### src/rtl/calsel_pkg.sv
package calsel_pkg;
    // fractional bits of the temperature reading
    localparam int FRAC = 2;
    // half a degree expressed in reading LSBs
    localparam int HALF_LSB = 1 << (FRAC - 1);
endpackage

### src/rtl/cal_round_clamp.sv
module cal_round_clamp
    import calsel_pkg::*;
#(
    parameter int TEMP_W = 10,
    parameter int IDX_W  = 8
) (
    input  logic signed [TEMP_W-1:0] temp,
    input  logic signed [IDX_W-1:0]  lo,
    input  logic signed [IDX_W-1:0]  hi,
    output logic signed [IDX_W-1:0]  target
);
    localparam int RW = TEMP_W + 1;

    logic signed [RW-1:0] t_ext, rnd, lo_ext, hi_ext, clamped;

    always_comb begin
        t_ext   = {temp[TEMP_W-1], temp};
        rnd     = (t_ext + RW'(HALF_LSB)) >>> FRAC;
        lo_ext  = {{(RW-IDX_W){lo[IDX_W-1]}}, lo};
        hi_ext  = {{(RW-IDX_W){hi[IDX_W-1]}}, hi};
        if (rnd < lo_ext)      clamped = lo_ext;
        else if (rnd > hi_ext) clamped = hi_ext;
        else                   clamped = rnd;
        target  = IDX_W'(clamped);
    end


    always_comb begin
        if (lo <= hi)
            in_range_chk: assert (target >= lo && target <= hi);
    end
endmodule

### src/rtl/cal_drift_check.sv
module cal_drift_check
    import calsel_pkg::*;
#(
    parameter int TEMP_W = 10,
    parameter int IDX_W  = 8
) (
    input  logic signed [TEMP_W-1:0] temp,
    input  logic signed [IDX_W-1:0]  act_idx,
    input  logic                     act_valid,
    input  logic signed [IDX_W-1:0]  target,
    output logic                     need_switch
);
    localparam int DW = TEMP_W + IDX_W + 2;

    logic signed [DW-1:0] t_ext, a_ext, diff, mag;

    always_comb begin
        t_ext = {{(DW-TEMP_W){temp[TEMP_W-1]}}, temp};
        a_ext = {{(DW-IDX_W){act_idx[IDX_W-1]}}, act_idx} <<< FRAC;
        diff  = t_ext - a_ext;
        mag   = (diff < 0) ? -diff : diff;
        need_switch = !act_valid || ((mag > DW'(HALF_LSB)) && (target != act_idx));
    end
endmodule

### src/rtl/cal_table_selector.sv
module cal_table_selector
    import calsel_pkg::*;
#(
    parameter int TEMP_W = 10,
    parameter int IDX_W  = TEMP_W - FRAC
) (
    input  logic                     clk,
    input  logic                     rst_n,
    input  logic                     temp_valid,
    input  logic signed [TEMP_W-1:0] temp_sample,
    input  logic signed [IDX_W-1:0]  t_min,
    input  logic signed [IDX_W-1:0]  t_max,
    input  logic                     table_loaded,
    output logic signed [IDX_W-1:0]  active_idx,
    output logic                     active_valid,
    output logic                     change_req,
    output logic signed [IDX_W-1:0]  req_idx,
    output logic                     busy
);
    typedef struct packed {
        logic                     act_valid;
        logic signed [IDX_W-1:0]  act_idx;
        logic                     busy;
        logic                     req;
        logic signed [IDX_W-1:0]  req_idx;
        logic                     pend;
        logic signed [TEMP_W-1:0] pend_temp;
    } state_t;

    state_t st_q, st_d;

    logic                     eval_en;
    logic signed [TEMP_W-1:0] eval_temp;
    logic signed [IDX_W-1:0]  tgt;
    logic                     need;

    assign eval_en   = !st_q.busy && (temp_valid || st_q.pend);
    assign eval_temp = temp_valid ? temp_sample : st_q.pend_temp;

    cal_round_clamp #(.TEMP_W(TEMP_W), .IDX_W(IDX_W)) u_round (
        .temp   (eval_temp),
        .lo     (t_min),
        .hi     (t_max),
        .target (tgt)
    );

    cal_drift_check #(.TEMP_W(TEMP_W), .IDX_W(IDX_W)) u_drift (
        .temp        (eval_temp),
        .act_idx     (st_q.act_idx),
        .act_valid   (st_q.act_valid),
        .target      (tgt),
        .need_switch (need)
    );

    always_comb begin
        st_d     = st_q;
        st_d.req = 1'b0;
        if (st_q.busy) begin
            if (temp_valid) begin
                st_d.pend      = 1'b1;
                st_d.pend_temp = temp_sample;
            end
            if (table_loaded) begin
                st_d.busy      = 1'b0;
                st_d.act_valid = 1'b1;
                st_d.act_idx   = st_q.req_idx;
            end
        end else if (eval_en) begin
            st_d.pend = 1'b0;
            if (need) begin
                st_d.req     = 1'b1;
                st_d.busy    = 1'b1;
                st_d.req_idx = tgt;
            end
        end
    end

    always_ff @(posedge clk or negedge rst_n) begin
        if (!rst_n) st_q <= '0;
        else        st_q <= st_d;
    end

    assign active_idx   = st_q.act_idx;
    assign active_valid = st_q.act_valid;
    assign change_req   = st_q.req;
    assign req_idx      = st_q.req_idx;
    assign busy         = st_q.busy;


    req_pulse_chk: assert property (@(posedge clk) disable iff (!rst_n)
        change_req |=> !change_req);


    req_busy_chk: assert property (@(posedge clk) disable iff (!rst_n)
        change_req |-> busy && $past(!busy));


    act_hold_chk: assert property (@(posedge clk) disable iff (!rst_n)
        (!$stable(active_idx) || $rose(active_valid)) |-> $past(table_loaded && busy));


    busy_fall_chk: assert property (@(posedge clk) disable iff (!rst_n)
        $fell(busy) |-> $past(table_loaded));


    req_range_chk: assert property (@(posedge clk) disable iff (!rst_n)
        (change_req && $stable(t_min) && $stable(t_max) && t_min <= t_max)
        |-> (req_idx >= t_min && req_idx <= t_max));
endmodule

### config.mk
export PLATFORM = sky130hd
export DESIGN_NAME = cal_table_selector
export DESIGN_NICKNAME = d
export VERILOG_FILES = /design/src/rtl/calsel_pkg.sv /design/src/rtl/cal_round_clamp.sv /design/src/rtl/cal_drift_check.sv /design/src/rtl/cal_table_selector.sv
export SDC_FILE = /design/constraint.sdc
export NUM_CORES = 1
export LEC_CHECK = 0
export BUFFER_PORTS_ARGS = -buffer_cell sky130_fd_sc_hd__buf_2
export CAP_MARGIN = 20
export CELL_PAD_IN_SITES_DETAIL_PLACEMENT = 1
export CELL_PAD_IN_SITES_GLOBAL_PLACEMENT = 1
export CORE_UTILIZATION = 40
export CTS_CLUSTER_DIAMETER = 200
export DETAILED_ROUTE_END_ITERATION = 8
export HOLD_SLACK_MARGIN = 0.05
export PLACE_DENSITY_LB_ADDON = 0.1
export SYNTH_ARGS = -nofsm -noshare
export SYNTH_HDL_FRONTEND = slang
export SYNTH_SLANG_ARGS = --single-unit
### constraint.sdc
create_clock -name clk -period 3.6 [get_ports clk]
set_input_delay 0.18 -clock clk [delete_from_list [all_inputs] [get_ports clk]]
set_output_delay 0.18 -clock clk [all_outputs]
set_load 0.05 [all_outputs]
After elaboration in Yosys (flattened, before gate mapping). Cells that the tools add are included.

Muxes and demuxes: 11. Equal/unequal tests: 2. Bitwise operators: 1. Magnitude comparators: 4. Reduce and logical (&&, ||, !) cells: 11. Add/sub/neg operators: 3.

Operators with widths (number): 11-bit two-way mux (2); 20-bit by 3-bit greater-than comparator with 1-bit output (second input constant) (1); 10-bit two-way mux (2); 20-bit two-way mux (1); 11-bit negation with 20-bit output (1); 8-bit two-way mux (2); 10-bit by 3-bit adder with 11-bit output (second input constant) (1); 11-bit by 1-bit less-than comparator with 1-bit output (second input constant) (1); 10-bit by 10-bit subtractor with 11-bit output (1); 9-bit by 8-bit greater-than comparator with 1-bit output (1); 9-bit by 8-bit less-than comparator with 1-bit output (1); 9-bit two-way mux (1); 8-bit != test (1); 2-bit AND reduction (3); 1-bit two-way mux (3); 3-bit AND reduction (1); 1-bit logical AND (2); 1-bit zero test (2); 1-bit logical OR (2); 2-bit != test (second input constant) (1); 2-bit nonzero test (1); 1-bit inverter (1).

Output and inout port bits: 19. Word-level logic and storage cells: 39. Bits in registers: 30. Input port bits: 30.

Longest topological paths before layout. Gate-level depths: netlist (run 1).

Word-level depth: 11. Gate-level depth with buffers: 19. Gate-level depth less buffers: 16.

Modules after synthesis. A second synthesis (run 1) with hierarchy kept.

Cells, all modules: 308. Area total of the unflattened synthesis: 3046.7 um2.

Modules (own cells, without submodules): cal_table_selector (times used 1, area each 1393.8 um2, cells an instance 91, seq. area each 750.7 um2); cal_round_clamp (times used 1, area each 834.6 um2, cells an instance 108, seq. area each 0.0 um2); cal_drift_check (times used 1, area each 818.3 um2, cells an instance 109, seq. area each 0.0 um2).

Worst setup path after synthesis (run 1). No wires, ideal clock.

Path kind: input to register. Start: input port temp_valid. End: register st_q (netlist bit req_idx[0]). Required time: 3475 ps. Library setup time: 125 ps. Cell stages on the path: 19. Buffers on the path: 3. Slack: -551 ps. Arrival time: 4026 ps. Path through: buf_6 > buf_2 > mux2i_1 > inv_1 > ha_1 > nand4b_1 > a221oi_2 > xnor2_2 > ha_1 > nand3_1 > or3_1 > o211a_1 > o22ai_1 > buf_4 > o2111ai_1 > o31ai_1 > a41oi_1 > a31oi_4 > mux2_2.

Longest elaborated chain between the ends: 9. Elaborated cells on any way between the ends: 17. Classes of those cells: 3 x add/sub; 4 x order compare; 1 x eq/ne; 4 x mux; 5 x reduce/logical.

RTL lines: start: declaration (RTL line cal_table_selector.sv:9) `input logic temp_valid,`; parallel branches: the longest is 9 deep, another holds 11-bit negation with 20-bit output; end signal: assignment (RTL line cal_table_selector.sv:80) `else st_q <= st_d;`; end: declaration (RTL line cal_table_selector.sv:30) `state_t st_q, st_d;`.

Parallel ways; which one is timed is not known. A chain may end at the register's enable or synchronous reset.

Worst setup path in the final report (run 1).
Start: register st_q[1] (netlist name). End: register st_q (netlist bit req_idx[1]).

Longest elaborated chain between the ends: 9. Elaborated cells on any way between the ends: 15. Classes of those cells: 3 x add/sub; 4 x order compare; 1 x eq/ne; 4 x mux; 3 x reduce/logical.

RTL lines: 10-bit two-way mux (*) (RTL line cal_table_selector.sv:38) `assign eval_temp = temp_valid ? temp_sample : st_q.pend_temp;`; parallel branches: the longest is 8 deep, another holds 11-bit negation with 20-bit output.

Every way passes the cells marked *.

==> impl_results.md, run 1 <==
- Status: complete, but fails checks
- Failing checks: setup timing
- N_diodes: 0
- DR pass1 iterations: 4
- Final hold vios: 0
- Unrepaired setup endpoints after global routing: true
- Final worst path period share: 113%
- FFs w/ async S/R, synth: 100%
- CP max stage delay: 0.41 ns
- Hold Crit Class: in -> reg
- Max-capacitance violation count: 0
- H-tree levels: 2
- Layout cells sized above 1: between 40% and 50%
- Ys Warns: 0
- Routed vias/inst: around 5.4
- Headroom to the max-slew limit: 55.4%
- Post-synth EDFFs: 0
- Crit path max fanout: 4
- Inserted Clock Buffers: 5
- Clk pwr share: around 6.4%
- Setup violations, final: 10
- Fin Clk Skew: 0.00965 ns
- Layout area overhead: 36.6%
- Insertion delay to the later sink of the worst-skew pair: 0.28 ns
- Syn Area/Cell: 9.04 um^2
- Post-detail-place hpwl: between 7 and 8 mm
- IO buf count: 48
- CTS tree: built
- Core area: 7290 um^2
- Vias in the first global route: 3017
- Finished Core Util: 56.7%
- Maximum root-to-sink buffer count: 2
- WHS Path Cells: 2
- Synth Net Count: 394
- Routability cong.: 0.809
- Antenna Nets Post-Route: 0
- Combinational power share: approximately four fifths
- Post-DP Area: 3800 um^2
- Rows: 31
- DR DRC count: 0
- Worst reg2reg path startpoint: st_q[1]$_DFFE_PN0P_
- I/O pin count: 49
- Sw frac: 48.7%
- Final net count: 506
- Count of different cell masters after synthesis: 52
- Final Cell Area: 4140 um^2
- Starting Density: between 40% and 50%
- Gr ovfl total: 0
- Reg power frac: 15.0%
- Ordered cell list for the critical path: mux2i_2, inv_1, ha_2, nand4_1, a221oi_2, xnor2_2, ha_1, buf_4, a311oi_2, o211a_4, o22ai_4, or3_4, a211oi_2, a41oi_2, a31oi_4, clkbuf_16, mux2_4
- Top FF cell, synth: dfrtp_1
- Largest net degree at the start of global routing: 31
- Initial antenna violation count: 0
- Die height: 89.0 um
- Reg2Reg Setup Slack: -0.45 ns
- Register bit total from synthesis: 30
- Via count: 2960
- Seq/Total Area, Yosys: 24.8%
- P_int: around 0.0022 W
- Gr usage total: about 26%
- Synthesized area: 3030 um^2
- Die width: 89.0 um
- Worst-Margin Slew: 0.669 ns
- Slew Limit Fails: 0
- Die footprint: 7920 um^2
- Critical path class: reg -> reg
- Drt total wl: 10.1 mm
- Critical Path Source Type: flip-flop
- Wire per inst: 18.4 um
- Initial DRC count: 62
- Net Sw Power: 0.00213 W
- Critical hold path startpoint: table_loaded
- Req. time, crit path: ~3.8 ns
- Worst-case reg-to-reg path depth: 17
- # clock sinks: 30
- Leak Pwr: 2.03 nW
- Post-Synthesis Cells: 335
- Crit. End Element: flip-flop
- Post-layout min period: slightly above 4 ns
- CP max-delay cell: a221oi_2
- Clock-pin slew on the worst setup and hold paths: about 0.07 ns
- Root buf cell: clkbuf_8
- CP Launch Point: st_q[1]$_DFFE_PN0P_
- Final worst slack: -0.450 ns
- PD cells: 1060 nW/um^2
- Worst Path Arrival: 4.22 ns
- Fmax: between 200 and 250 MHz
- Fillcell total: 877
- Max IR drop VDD: 0.470 mV
- First-pass GRT wire length: 14.9 mm
## power by group through the flow
stage	registers (W)	logic, W	clock network, W
after floorplan	0.000675	0.00207	0
after global placement	0.000656	0.00305	0
after detailed placement	0.000661	0.00315	0
after CTS	0.000657	0.00323	0.000286
after global routing	0.000676	0.00372	0.000302
final	0.000658	0.00344	0.000282
## final timing paths
path                                                to
worst max-delay path            req_idx[1]$_DFFE_PN0P_
worst min-delay path                    busy$_DFF_PN0_
worst max register to register  req_idx[1]$_DFFE_PN0P_
worst min register to register     st_q[8]$_DFFE_PN0P_
max in group asynchronous          st_q[8]$_DFFE_PN0P_
min in group asynchronous       req_idx[3]$_DFFE_PN0P_
## layer usage
metal / part of all wire [%] / vias to the layer above / global-route usage (%)
li1: - / 1414 / -
met1: 41 / 1459 / 29.7
met2: 53 / 67 / 47.3
met3: 3.3 / 20 / 4.89
met4: 2.5 / 0 / 8.51
met5: 0 / - / 0
## critical path, delay by kind of cell (launching register included)
family,cells,cell delay [ns]
buffers and inverters,3,0.40
AND/OR/NAND/NOR,2,0.52
flip-flops,1,0.37
XOR/XNOR,1,0.16
AO/OA/AOI/OAI,7,1.63
adder cells (fa/ha/maj),2,0.46
multiplexers,2,0.39
## synth_stat cells, types with 4 or more instances
cell type,instances,area [um^2]
buf_4,17,128
nor2_1,13,48.8
xor2_1,16,140
o31ai_1,4,30.0
inv_1,37,139
a21oi_1,15,75.1
nand4_1,5,31.3
nand2b_1,4,25.0
nand2_1,22,82.6
nor3_1,5,25.0
mux2i_1,15,150
o21ai_0,18,90.1
nand3_1,6,30.0
dfrtp_1,30,751
xnor2_1,13,114
mux2_2,28,315
ha_1,28,350
## per-stage QoR
step | cells | total power [W] | setup slack, ns | TNS, ns | hold slack (ns)
after global placement | 524 | 0.00371 | -0.302 | -2.76 | 0.244
after global routing | 547 | 0.00470 | -0.621 | -5.97 | 0.0966
after CTS | 538 | 0.00418 | -0.346 | -3.09 | 0.104
after detailed placement | 524 | 0.00381 | -0.462 | -4.30 | 0.248
after floorplan | 335 | 0.00274 | -0.295 | -2.52 | -0.116
final | 547 | 0.00438 | -0.450 | -4.25 | 0.0941
## final cells by class
cell class | instances | area, um^2 | share of cell area (%)
repair buffers | 125 | 862 | 20.8
well taps | 99 | 124 | 3.00
clock inverters | 1 | 5.00 | 0.121
clock buffers | 7 | 86.3 | 2.09
flip-flops and latches | 30 | 751 | 18.2
inverters | 37 | 139 | 3.36
multi-input cells | 248 | 2170 | 52.4
## cell families after synthesis
group | Yosys count | share of synthesized area [%]
compound gates | 70 | 16.2
buf+inv | 58 | 9.59
simple gates | 75 | 12.9
fa+ha+maj | 29 | 12.2
mux | 43 | 15.4
xor+xnor | 30 | 8.93
flops | 30 | 24.8
## placed cells by master (no fill, tap or decap), drive strengths merged, types with 3 or more instances in the layout
master / n
a221oi: 5
o31ai: 4
nand2: 22
buf: 123
o22ai: 4
nand4b: 3
inv: 37
xor2: 16
nand4: 5
mux2i: 15
mux2: 28
o21ai: 18
nor2: 13
a21o: 3
a31oi: 4
nand3: 6
ha: 28
o2111ai: 3
xnor2: 14
a21oi: 15
nand3b: 3
a211oi: 3
nor3: 5
nor4: 3
dfrtp: 30
clkbuf: 8
nand2b: 4
## flip-flops by register name, summed over array words and instances (netlist names)
name,cells
active_idx,8
active_valid,1
busy,1
change_req,1
req_idx,8
st_q,11
## repair_timing
action	in CTS	in global routing
pin swaps	10	10
setup buffers	4	8
hold buffers	1	0
hold endpoints to repair	30	0
resized for setup	6	14
setup endpoints to repair	10	10
cloned	1	1
No activity file was read; power rests on OpenSTA's default activity.
==> run 2, diff against run 1 <==
--- a/config.mk
+++ b/config.mk
@@ -9,7 +9,7 @@
 export CAP_MARGIN = 20
 export CELL_PAD_IN_SITES_DETAIL_PLACEMENT = 1
 export CELL_PAD_IN_SITES_GLOBAL_PLACEMENT = 1
-export CORE_UTILIZATION = 40
+export CORE_UTILIZATION = 45
 export CTS_CLUSTER_DIAMETER = 200
 export DETAILED_ROUTE_END_ITERATION = 8
 export HOLD_SLACK_MARGIN = 0.05
==> constraint.sdc (replaced) <==
create_clock -name clk -period 5 [get_ports clk]
set_input_delay 0.25 -clock clk [delete_from_list [all_inputs] [get_ports clk]]
set_output_delay 0.25 -clock clk [all_outputs]
set_load 0.05 [all_outputs]
==> impl_results.md, run 2 (synthesis gave the netlist of run 1 again) <==
- Wire per inst: 18.6 um
- CTS tree: built
- Final hold vios: 0
- Gr usage total: 25.3%
- Root buf cell: clkbuf_8
- Post-layout min period: around 4.4 ns
- Max FFs per register: 11
- Hold Crit Class: in -> reg
- Die footprint: 7060 um^2
- Gr ovfl total: 0
- Starting Density: 47.1%
- Drt total wl: 8.47 mm
- Headroom to the max-slew limit: 55.1%
- Biggest register: st_q
- CP max stage delay: roughly 0.44 ns
- Critical Path Source Type: flip-flop
- Ordered cell list for the critical path: mux2i_1, inv_1, ha_1, nand4b_1, a221oi_2, xnor2_2, ha_1, nand3_1, or3_1, o211a_1, o22ai_1, buf_4, nand3_1, a211oi_1, a41oi_1, a31oi_4, mux2_2
- N_diodes: 0
- Slew Limit Fails: 0
- Post-DP Area: 3270 um^2
- Routability cong.: 0.921
- Commonest non-fill, non-tap cell in the layout: buf_2
- Core area: 6420 um^2
- Rows: 29
- WHS Path Cells: 2
- Crit. End Element: flip-flop
- Final TNS setup: 0 ns
- CP top delay family: compound AO/OA/AOI/OAI gates
- IO buf count: 48
- DR pass1 iterations: 6
- PD cells: 736 nW/um^2
- Non-filler cells, final: roughly 460
- Vias in the first global route: 2684
- Die height: 84.0 um
- Worst-Margin Slew: 0.673 ns
- WP buf/inv: 2
- Status: complete, but fails checks
- Hold Path Sink: busy$_DFF_PN0_
- Max IR drop VDD: 0.437 mV
- Worst reg2reg path startpoint: st_q[1]$_DFFE_PN0P_
- Worst-case reg-to-reg path depth: 17
- Req. time, crit path: 5.17 ns
- Antenna Nets Post-Route: 0
- I/O pin count: between 40 and 50
- Maximum root-to-sink buffer count: 2
- Die width: 84.0 um
- # clock sinks: 30
- R2r endpoint: req_idx[3]$_DFFE_PN0P_
- Layout cells sized above 1: a little over a quarter
- Largest net degree at the start of global routing: 31
- Failing checks: DRC
- Final Cell Area: 3380 um^2
- DR DRC count: 4
- CP max-delay cell: a31oi_4
- Worst Path Arrival: 4.57 ns
- Reg2Reg Setup Slack: 0.60 ns
- Clock-pin slew on the worst setup and hold paths: about 0.070 ns
- Inserted Clock Buffers: 5
- Initial antenna violation count: 0
- Final net count: 437
- Max-capacitance violation count: 0
- Post-CTS setup buffers: 0
- H-tree levels: 2
- Fmax: 227 MHz
- DP Cell Count: 447
- Final worst path period share: 88.0%
- Post-detail-place hpwl: 6.97 mm
- Critical path class: reg -> reg
- Post-CTS sizing: 0
- First-pass GRT wire length: 13.9 mm
- Insertion delay to the later sink of the worst-skew pair: 0.29 ns
- Initial DRC count: 100
- Post-cts hold buffer count: 1
- Layout area overhead: 11.6%
- Fin Clk Skew: a little under 0.008 ns
- Critical hold path startpoint: table_loaded
- Final Power: 0.00249 W
- Crit path max fanout: 15
- Routed vias/inst: between 5 and 6
- Leak Pwr: approximately 1.6 nW
- Finished Core Util: 52.6%
- Setup violations, final: 0
- Most frequent cells in the layout: buf_2, inv_1, dfrtp_1
- Via count: 2603
- Unrepaired setup endpoints after global routing: false
[run 2: power by group]
group	total, W	internal [W]	switching (W)
clock network	0.000206	0.000110	0.0000953
logic	0.00178	0.000679	0.00110
registers	0.000501	0.000364	0.000137
[run 2: stage by stage]
| stage | worst slack (ns) | hold slack [ns] |
|---|---|---|
| after global placement | 0.639 | 0.314 |
| final | 0.600 | 0.169 |
| after floorplan | 0.779 | -0.0456 |
| after global routing | 0.326 | 0.185 |
| after detailed placement | 0.571 | 0.317 |
| after CTS | 0.622 | 0.171 |
[run 2: worst max path at each step]
| stage | startpoint | endpoint | depth (start not counted) |
|---|---|---|---|
| 2_1_floorplan | temp_valid | req_idx[0]$_DFFE_PN0P_ | 19 |
| 3_3_place_gp | temp_valid | req_idx[3]$_DFFE_PN0P_ | 15 |
| 3_5_place_dp | temp_valid | req_idx[3]$_DFFE_PN0P_ | 15 |
| 4_1_cts | st_q[1]$_DFFE_PN0P_ | req_idx[4]$_DFFE_PN0P_ | 17 |
| 5_1_grt | st_q[1]$_DFFE_PN0P_ | req_idx[3]$_DFFE_PN0P_ | 17 |
| 6_report | st_q[1]$_DFFE_PN0P_ | req_idx[3]$_DFFE_PN0P_ | 17 |
[run 2: cell type report]
cell class                 instances  area, um^2
clock buffer                       6        82.6
sequential                        30         751
tap                               77        96.3
multi-input combinational        247        1990
clock inverter                     2        12.5
inverter                          37         139
fill                             793        3040
timing repair buffer              57         310
[run 2: worst reg2reg max path, delay by kind of cell, from the launching register on]
family / cells / cell delay (ns)
compound gates: 6 / 1.58
xor+xnor: 1 / 0.17
fa+ha+maj: 2 / 0.52
buf+inv: 2 / 0.34
flops: 1 / 0.38
mux: 2 / 0.52
simple gates: 4 / 0.75
[run 2: routing by layer]
| metal | part of all wire [%] | vias up | GRT usage, % | wire, um |
|---|---|---|---|---|
| met4 | 1.0 | 0 | 6.43 | 87 |
| li1 | - | 1280 | - | - |
| met5 | 0 | - | 0 | 0 |
| met1 | 49 | 1257 | 35.3 | 4150 |
| met3 | 4.0 | 9 | 2.77 | 339 |
| met2 | 46 | 57 | 41.8 | 3890 |
==> run 3, diff against run 2 <==
--- a/config.mk
+++ b/config.mk
@@ -16,4 +16,5 @@
 export PLACE_DENSITY_LB_ADDON = 0.1
 export SYNTH_ARGS = -nofsm -noshare
 export SYNTH_HDL_FRONTEND = slang
+export SYNTH_HIERARCHICAL = 1
 export SYNTH_SLANG_ARGS = --single-unit
==> impl_results.md, run 3 <==
- CP top delay family: simple AND/OR/NAND/NOR gates
- First-pass GRT wire length: approximately 13 mm
- Die height: 84.3 um
- Headroom to the max-slew limit: 53.6%
- Final worst path period share: 94.3%
- Fin Clk Skew: 0.00503 ns
- PD cells: between 600 and 700 nW/um^2
- Post-Synthesis Cells: 308
- WP buf/inv: 2
- Clock-pin slew on the worst setup and hold paths: 0.07 ns
- N_diodes: 0
- Wire per inst: just under 20 um
- IO buf count: 48
- Non-filler cells, final: 422
- DR DRC count: 8
- Post-layout min period: 4.71 ns
- Worst-Margin Slew: 0.696 ns
- Final Power: ~0.0023 W
- Register bit total from synthesis: 30
- Ordered cell list for the critical path: buf_2, mux2_2, ha_1, nand3_1, nor2_1, xor2_1, ha_1, and3_4, a41oi_1, inv_1, o2111ai_1, o311ai_1, xor2_1, nor4_1, nand3_1, nor4_1, a21oi_1, o21ai_4, nor2_8, mux2_4
- Starting Density: 47.2%
- CP max stage delay: 0.46 ns
- Layout area overhead: 9.73%
- Crit. End Element: flip-flop
- Post-synth EDFFs: 0
- CTS tree: built
- CP max-delay cell: mux2_2
- Unrepaired setup endpoints after global routing: false
- Antenna Nets Post-Route: 0
- Most frequent cell after synthesis: inv_1
- DR pass1 iterations: 6
- Syn Area/Cell: 9.89 um^2
- Top FF cell, synth: dfrtp_1
- Cell taking the most area after synthesis: dfrtp_1
- Req. time, crit path: 5.17 ns
- Largest net degree at the start of global routing: 31
- Max IR drop VDD: between 0.4 and 0.5 mV
- Root buf cell: clkbuf_8
- Inserted Clock Buffers: 5
- Biggest register: st_q
- Maximum root-to-sink buffer count: 2
- Seq/Total Area, Yosys: about 25%
- Final worst slack: 0.287 ns
- Multi-input gate area: 2020 um^2
- Leak Pwr: 1.56 nW
- Max FFs per register: 11
- Synthesized area: 3050 um^2
- Crit path max fanout: 13
- Gr ovfl total: 0
- DP Cell Count: around 410
- Post-CTS sizing: 0
- Top post-synthesis cells by count: inv_1, dfrtp_1, ha_1, mux2_2, buf_4
- Fmax: approximately 210 MHz
- Count of different cell masters after synthesis: 61
- Commonest non-fill, non-tap cell in the layout: buf_2
- Ys Warns: 6
- Initial DRC count: 76
- Setup violations, final: 0
- Final hold vios: 0
- Routability cong.: 0.868
- Synth Net Count: 367
- I/O pin count: between 40 and 50
- Final net count: 403
- Core area: 6460 um^2
- Hold Slack: 0.212 ns
- Gr usage total: between 20% and 30%
- Critical path class: in -> reg
- Status: complete, but fails checks
- Routed vias/inst: 5.92
- Top cell type's share of synthesized area: 24.6%
- Insertion delay to the later sink of the worst-skew pair: 0.28 ns
- Layout cells sized above 1: 32.5%
- Drt total wl: 8.12 mm
- Via count: 2497
- Seq. cell area: 751 um^2
- Initial antenna violation count: 0
- Die footprint: 7100 um^2
- Dpl ws: 0.0433 ns
- H-tree levels: 2
- Largest cells by area after synthesis: dfrtp_1, ha_1, mux2_2
- Post-detail-place hpwl: 6.64 mm
- # clock sinks: 30
- Failing checks: DRC
- Hold Crit Class: in -> reg
- Slew Limit Fails: 0
- Vias in the first global route: 2676
- Fillcell total: 797
- Most frequent cells in the layout: buf_2, inv_1, dfrtp_1
- Critical Path Source Type: input pin
- Rows: 29
- FFs w/ async S/R, synth: 100%
- Max-capacitance violation count: 0
- Final TNS setup: 0 ns
- Die width: 84.3 um
- Worst Path Arrival: 4.88 ns
==> run 3: changes by cell type after synthesis, moves of 7 or more <==
| cell | previous run | this run |
|---|---|---|
| o311ai_1 | 0 | 7 |
| mux2_4 | 0 | 8 |
| nand2_1 | 22 | 4 |
| mux2i_1 | 15 | 4 |
| xnor2_1 | 13 | 4 |
==> run 3: cells by family (layout without fill, tap and decap cells) <==
family / Yosys count / in the layout / synth area share (%)
AOI/OAI and AO/OA: 74 / 74 / 19.1
xor gates and xnor gates: 21 / 21 / 6.53
adders and majority gates: 29 / 29 / 12.2
buffers and inverters: 54 / 91 / 9.08
DFF: 30 / 30 / 24.6
muxes: 40 / 40 / 15.6
and+or+nand+nor: 60 / 60 / 12.9
==> run 3: final timing paths <==
kind,slack [ns],startpoint,to,depth (start not counted)
min in group asynchronous,0.55,rst_n,st_q[7]$_DFFE_PN0P_,2
max in group asynchronous,4.01,rst_n,req_idx[7]$_DFFE_PN0P_,2
hold reg to reg,0.51,st_q[5]$_DFFE_PN0P_,st_q[5]$_DFFE_PN0P_,1
setup reg to reg,0.29,st_q[1]$_DFFE_PN0P_,req_idx[6]$_DFFE_PN0P_,19
setup / recovery,0.29,temp_valid,req_idx[6]$_DFFE_PN0P_,20
hold / removal,0.21,table_loaded,busy$_DFF_PN0_,2
==> run 3: worst register-to-register path, stage by stage (launching register included) <==
cell and delay [ns]:
dfrtp_1 0.38, mux2_2 0.34, ha_1 0.25, nand3_1 0.15
nor2_1 0.08, xor2_1 0.28, ha_1 0.31, and3_4 0.20
a41oi_1 0.34, inv_1 0.22, o2111ai_1 0.23, o311ai_1 0.19
xor2_1 0.19, nor4_1 0.34, nand3_1 0.13, nor4_1 0.28
a21oi_1 0.15, o21ai_4 0.12, nor2_8 0.09, mux2_4 0.32
==> run 3: power by group <==
group          leakage, nW  switching (W)  internal [W]
clock network       0.0472       0.000101      0.000111
logic                 1.16       0.000991      0.000637
registers            0.355       0.000106      0.000343
total                 1.56        0.00120       0.00109
==> run 3: per-stage QoR <==
stage,utilization [%],cell area (um^2)
2_1_floorplan,-,3050
3_3_place_gp,50.1,3240
3_5_place_dp,50.1,3240
4_1_cts,51.8,3340
5_1_grt,51.8,3340
6_report,51.8,3340
==> run 3: final cells by class <==
cell class                 count  area share, %
clock buffer                   6           2.47
tap                           77           2.88
multi-input combinational    224           60.4
clock inverter                 2          0.374
timing repair buffer          50           7.71
inverter                      33           3.71
sequential                    30           22.5
==> run 3: timing repair <==
action,CTS,global route
buffers inserted,0,0
hold endpoints to repair,30,0
hold buffers,1,0
==> run 3: routing by layer <==
layer | vias to the layer above | track usage [%] | share of wire [%]
met4 | 0 | 6.27 | 1.5
met1 | 1232 | 30.5 | 46
met3 | 11 | 2.95 | 2.6
li1 | 1195 | - | -
met2 | 59 | 42.8 | 50
met5 | - | 0 | 0
